### src/rtl/pwm_pp_pkg.sv
package pwm_pp_pkg;

  // which output receives the next pulse
  typedef enum logic {
    SIDE_A = 1'b0,
    SIDE_B = 1'b1
  } side_e;

  // fault inputs normalised to active-high
  typedef struct packed {
    logic ilim;
    logic shdn;
    logic uvlo;
  } fault_t;

  function automatic logic any_fault(input fault_t f);
    return f.ilim | f.shdn | f.uvlo;
  endfunction

endpackage

### src/rtl/pwm_pp_timebase.sv
module pwm_pp_timebase #(
  parameter int CNT_W  = 8,
  parameter int PERIOD = 16
) (
  input  logic             clk,
  input  logic             rst_n,
  input  logic             sync_in,
  output logic [CNT_W-1:0] cnt_q,
  output logic             period_start
);

  localparam int FULL = 1 << CNT_W;
  localparam logic [CNT_W-1:0] LAST = CNT_W'(PERIOD - 1);

  logic             at_last;
  logic [CNT_W-1:0] cnt_d;

  // a period spanning the whole counter range wraps on its own
  generate
    if (PERIOD == FULL) begin : g_natural_wrap
      assign at_last = 1'b0;
    end else begin : g_compare_wrap
      assign at_last = (cnt_q == LAST);
    end
  endgenerate

  always_comb begin
    if (sync_in || at_last) cnt_d = '0;
    else                    cnt_d = cnt_q + 1'b1;
  end

  always_ff @(posedge clk or negedge rst_n) begin
    if (!rst_n) cnt_q <= '0;
    else        cnt_q <= cnt_d;
  end

  assign period_start = (cnt_q == '0);

endmodule

### src/rtl/pwm_pp_window.sv
module pwm_pp_window #(
  parameter int CNT_W = 8
) (
  input  logic             clk,
  input  logic             rst_n,
  input  logic             period_start,
  input  logic [CNT_W-1:0] cnt,
  input  logic [CNT_W-1:0] cmp_val,
  input  logic [CNT_W-1:0] dead_len,
  output logic             win
);

  logic [CNT_W-1:0] cmp_q;
  logic [CNT_W-1:0] dead_q;

  // settings are captured only while count 0 (always blanked) is present
  always_ff @(posedge clk or negedge rst_n) begin
    if (!rst_n) begin
      cmp_q  <= '0;
      dead_q <= '0;
    end else if (period_start) begin
      cmp_q  <= cmp_val;
      dead_q <= dead_len;
    end
  end

  // blanked through dead_q, pulse ends when count reaches cmp_q
  assign win = (cnt > dead_q) && (cnt < cmp_q);

endmodule

### src/rtl/pwm_pp_steer.sv
module pwm_pp_steer
  import pwm_pp_pkg::*;
(
  input  logic   clk,
  input  logic   rst_n,
  input  logic   period_start,
  input  logic   win,
  input  fault_t flt,
  output logic   out_a,
  output logic   out_b
);

  logic  active;
  logic  was_act_q;
  logic  lock_q;
  logic  pulse_end;
  side_e side_q;
  logic [1:0] drive;

  assign active    = win & ~any_fault(flt) & ~lock_q;
  assign pulse_end = was_act_q & ~active;

  always_ff @(posedge clk or negedge rst_n) begin
    if (!rst_n) begin
      was_act_q <= 1'b0;
      lock_q    <= 1'b0;
      side_q    <= SIDE_A;
    end else begin
      was_act_q <= active;
      // metering latch: arm at period start, close when a pulse ends
      if (period_start) lock_q <= 1'b0;
      else if (pulse_end) lock_q <= 1'b1;
      // steering memory flips only when a real pulse finishes
      if (pulse_end) side_q <= (side_q == SIDE_A) ? SIDE_B : SIDE_A;
    end
  end

  generate
    for (genvar g = 0; g < 2; g++) begin : g_drive
      assign drive[g] = active & (side_q == side_e'(g));
    end
  endgenerate

  assign out_a = drive[0];
  assign out_b = drive[1];

endmodule

### src/rtl/pwm_pp_core.sv
module pwm_pp_core
  import pwm_pp_pkg::*;
#(
  parameter int CNT_W  = 8,
  parameter int PERIOD = 16
) (
  input  logic             clk,
  input  logic             rst_n,
  input  logic             shdn_n,
  input  logic             uvlo,
  input  logic             ilim_trip,
  input  logic             sync_in,
  input  logic [CNT_W-1:0] cmp_val,
  input  logic [CNT_W-1:0] dead_len,
  output logic             out_a,
  output logic             out_b
);

  logic [CNT_W-1:0] cnt_q;
  logic             period_start;
  logic             win;
  fault_t           flt;

  assign flt.ilim = ilim_trip;
  assign flt.shdn = ~shdn_n;
  assign flt.uvlo = uvlo;

  pwm_pp_timebase #(.CNT_W(CNT_W), .PERIOD(PERIOD)) u_tb (
    .clk          (clk),
    .rst_n        (rst_n),
    .sync_in      (sync_in),
    .cnt_q        (cnt_q),
    .period_start (period_start)
  );

  pwm_pp_window #(.CNT_W(CNT_W)) u_win (
    .clk          (clk),
    .rst_n        (rst_n),
    .period_start (period_start),
    .cnt          (cnt_q),
    .cmp_val      (cmp_val),
    .dead_len     (dead_len),
    .win          (win)
  );

  pwm_pp_steer u_steer (
    .clk          (clk),
    .rst_n        (rst_n),
    .period_start (period_start),
    .win          (win),
    .flt          (flt),
    .out_a        (out_a),
    .out_b        (out_b)
  );

endmodule

### config.mk
export PLATFORM = sky130hd
export DESIGN_NAME = pwm_pp_core
export DESIGN_NICKNAME = d
export VERILOG_FILES = /design/src/rtl/pwm_pp_pkg.sv /design/src/rtl/pwm_pp_timebase.sv /design/src/rtl/pwm_pp_window.sv /design/src/rtl/pwm_pp_steer.sv /design/src/rtl/pwm_pp_core.sv
export SDC_FILE = /design/constraint.sdc
export NUM_CORES = 1
export LEC_CHECK = 0
export ABC_CLOCK_PERIOD_IN_PS = 4250
export BUFFER_PORTS_ARGS = -buffer_cell sky130_fd_sc_hd__buf_2
export CORE_MARGIN = 2
export CORE_UTILIZATION = 60
export CTS_CLUSTER_DIAMETER = 30
export DETAILED_ROUTE_END_ITERATION = 7
export MAX_ROUTING_LAYER = met4
export PLACE_DENSITY = 0.84
export SLEW_MARGIN = 10
export SYNTH_ARGS = -nofsm -noshare
export SYNTH_HDL_FRONTEND = slang
export SYNTH_SLANG_ARGS = --single-unit
### constraint.sdc
create_clock -name clk -period 4.25 [get_ports clk]
set_input_delay 0.2125 -clock clk [delete_from_list [all_inputs] [get_ports clk]]
set_output_delay 0.2125 -clock clk [all_outputs]
set_load 0.02 [all_outputs]
==> key figures <==
Logic synthesis
  – Yosys top cell by area: dfrtp_1
  – Post-Syn Nets: ~180
  – Post-Syn Area: 0.00156 sq mm
  – Seq/Total Area, Yosys: around 43%
  – Synthesized instance count: 142
  – Netlist cell types: 28
  – Flops & latches, synth: 27
  – Synth Warn #: 0
  – Synthesized area per cell: approximately 11 sq um
  – Synth top area share: 43.3%
  – Synth top area cells: dfrtp_1 (43%), ha_1 (14%), mux2_4 (7.7%)

Timing
  – Headroom to the max-slew limit: 61.1%
  – Tmin final: approximately 2.5 ns
  – RSZ-0062 raised after global routing: false
  – Fmax: about 400 MHz
  – Count of final hold-check violations: 0
  – Final setup fails: 0
  – Slew Viols, Final: 0
  – Tcrit/Tclk final: between 50% and 60%
  – Clock Skew: a little under 0.002 ns
  – Setup TNS: 0 ns
  – Worst Tran Pin Value: 0.583 ns

Placed design
  – Buffers added on ports: 23
  – DP HPWL: ~2.4 mm
  – RD Place Congestion: around 0.82
  – Placed Cells: 194

GRT
  – GR peak layer: met2
  – Met1 usage in global routing: a little over a quarter
  – Congestion Overflow GR: 0
  – Largest net degree at the start of global routing: 28
  – M2 GR Usage: ~41%
  – Met3 global-route usage: under 10%
  – Initial antenna violation count: 0
  – First-pass GRT wire length: about 4.7 mm
  – Overall Global Routing Usage: a little under a quarter
  – Vias in the first global route: between 1000 and 1500

Clock network
  – Clk buf depth: 2
  – Number of H-tree levels: 1
  – Setup Fix Bufs, Post-CTS: 0
  – Clk pin slew, worst setup/hold paths: ~0.13 ns
  – Clk sink count: 27
  – CTS tree: done
  – Clock Latency Late Sink: approximately 0.33 ns
  – CTS buffer count: 3
  – Clock Tree Root: clkbuf_4

Worst setup path
  – Setup Crit Path Kind: reg -> out
  – CP arrival: approximately 2.3 ns
  – Crit-path max cell delay: 0.47 ns
  – Crit-path slowest cell: dfrtp_1
  – CP Launch Type: register
  – Crit path launch: u_tb.cnt_q[1]
  – CP cell instances: ha_1 -> o21ai_0 -> a21oi_1 -> o31ai_1 -> o311ai_2 -> nor2_1 -> buf_2
  – Setup crit end kind: output pin
  – CP Data Required Time: 4.04 ns
  – Reg2reg start: u_tb.cnt_q[1]
  – CP max FO: 6

Die
  – Row count: 18
  – Core Region: approximately 0.0025 sq mm
  – Io pins: 24
  – Die area: between 0.003 and 0.004 sq mm
  – Die Y: between 50 and 60 um
  – Initial Util: 63.0%
  – Chip width: 55.0 um

Job
  – # Max-Cap Violations: 0

Layout
  – Finished Layout Cells: 199
  – Share of layout cells above drive strength 1: 27.8%
  – Area grow syn2layout: 11.4%
  – N_diodes: 0
  – Final Util: between 70% and 80%
  – Nets: 209

Power
  – Internal power: between 400 and 500 uW
  – Clock power frac: 19.0%
  – Cell Pwr Density: approximately 340 mW/mm^2
  – P_sw: between 150 and 200 uW
  – Max rail drop VDD: roughly 320 uV
  – Static Leak: approximately 0.00092 uW
  – Seq pwr share: roughly 54%
  – Combinational share of power: approximately a quarter
  – Sw frac: between 20% and 30%
  – Pwr Total: 584 uW

Outcome
  – Status: complete, no violations

Route
  – Number of DRC markers in iteration 0: 10
  – Via Count: between 1000 and 1500
  – Average wire per standard cell: about 15 um
  – Final wirelength: 3.04 mm
  – Detailed-router iteration count before antenna repair: 4
  – DRC Markers: 0
  – Post-route ant nets: 0
  – Post-DR vias/cell: ~5.5

Hold path
  – Min-delay src: sync_in
  – Worst Hold Class: in -> reg
==> critical path, delay by kind of cell, from the launching register on <==
family | cells | cell delay [ns]
compound gates | 4 | 0.87
flops | 1 | 0.47
fa+ha+maj | 1 | 0.32
buf+inv | 1 | 0.17
simple gates | 1 | 0.13
==> flip-flops by register name (all words and copies together) (netlist names) <==
| signal | cells |
|---|---|
| u_tb.cnt_q | 8 |
| u_win.cmp_q | 8 |
| u_win.dead_q | 8 |
| u_steer.lock_q | 1 |
| u_steer.side_q | 1 |
| u_steer.was_act_q | 1 |
==> metrics by stage <==
stage	hold WS, ns	worst slack (ns)	area, sq um
after floorplan	-0.0831	2.36	1560
after global placement	0.236	2.29	1700
after detailed placement	0.252	2.16	1700
after CTS	0.0322	1.77	1740
after global routing	0.0355	1.59	1740
final	0.0513	1.75	1740
==> synthesized netlist by cell type <==
master / number
a211oi_1: 1
a21boi_0: 1
a21o_2: 1
a21oi_1: 5
and3_1: 2
buf_6: 1
dfrtp_1: 27
ha_1: 17
inv_1: 20
mux2_2: 8
mux2_4: 8
nand2_1: 4
nand3_1: 4
nand3_4: 1
nand4_1: 3
nor2_1: 20
nor2b_1: 1
nor4_4: 1
o2111ai_1: 1
o211ai_1: 2
o21ai_0: 3
o311a_1: 1
o311ai_2: 1
o31ai_1: 1
or2_2: 1
or4b_1: 1
xnor2_1: 2
xor2_1: 4
==> routing by layer <==
layer	wire length [um]	share of wire (%)
met5	0	0
met1	1230	40
met3	87	2.9
met2	1660	55
met4	61	2.0
==> cell families (layout without fill, tap and decap cells) <==
kind of cell / count (synthesis) / count (layout) / synth area share (%)
XOR/XNOR: 6 / 6 / 3.37
buffers and inverters: 21 / 48 / 5.53
adder cells (fa/ha/maj): 17 / 17 / 13.6
multiplexers: 16 / 16 / 13.5
flip-flops: 27 / 27 / 43.3
AO/OA/AOI/OAI: 17 / 17 / 7.77
AND/OR/NAND/NOR: 38 / 38 / 13.0
==> cell usage in the layout (no fill, tap or decap), drive strengths merged <==
master	instances
a21o	1
or2	1
buf	23
a21oi	5
o21ai	3
xor2	4
o211ai	2
a211oi	1
nand4	3
and3	2
o311a	1
mux2	16
xnor2	2
nand2	4
inv	20
nor2	20
dlygate4sd3	1
o31ai	1
o311ai	1
clkbuf	4
or4b	1
nor2b	1
o2111ai	1
ha	17
a21boi	1
dfrtp	27
nor4	1
nand3	5
==> layout make-up <==
cell class	instances	area [sq um]
fill	186	738
tap	30	37.5
inverter	20	75.1
sequential	27	676
multi-input combinational	94	800
timing repair buffer	24	125
clock buffer	4	26.3
==> worst paths after layout <==
kind,slack [ns],endpoint,cells after the start
worst max register to register,2.19,u_steer.lock_q,7
worst min-delay path,0.05,u_tb.cnt_q[6],2
min in group asynchronous,0.39,u_win.dead_q[5],2
worst max-delay path,1.75,out_b,7
worst min register to register,0.53,u_win.dead_q[5],1
max in group asynchronous,3.47,u_tb.cnt_q[2],2
==> timing repair <==
action	in CTS	in global routing
endpoints found under the hold margin	27	0
hold buffers	1	0
gates resized for setup	0	0
==> power by group through the flow <==
stage	registers, uW	clock network [uW]	logic (uW)
floorplan	315	0	116
global placement	320	0	142
detailed placement	323	0	153
CTS	318	116	157
global route	323	124	172
finish	318	111	155
(Power assumes the default switching activity.)
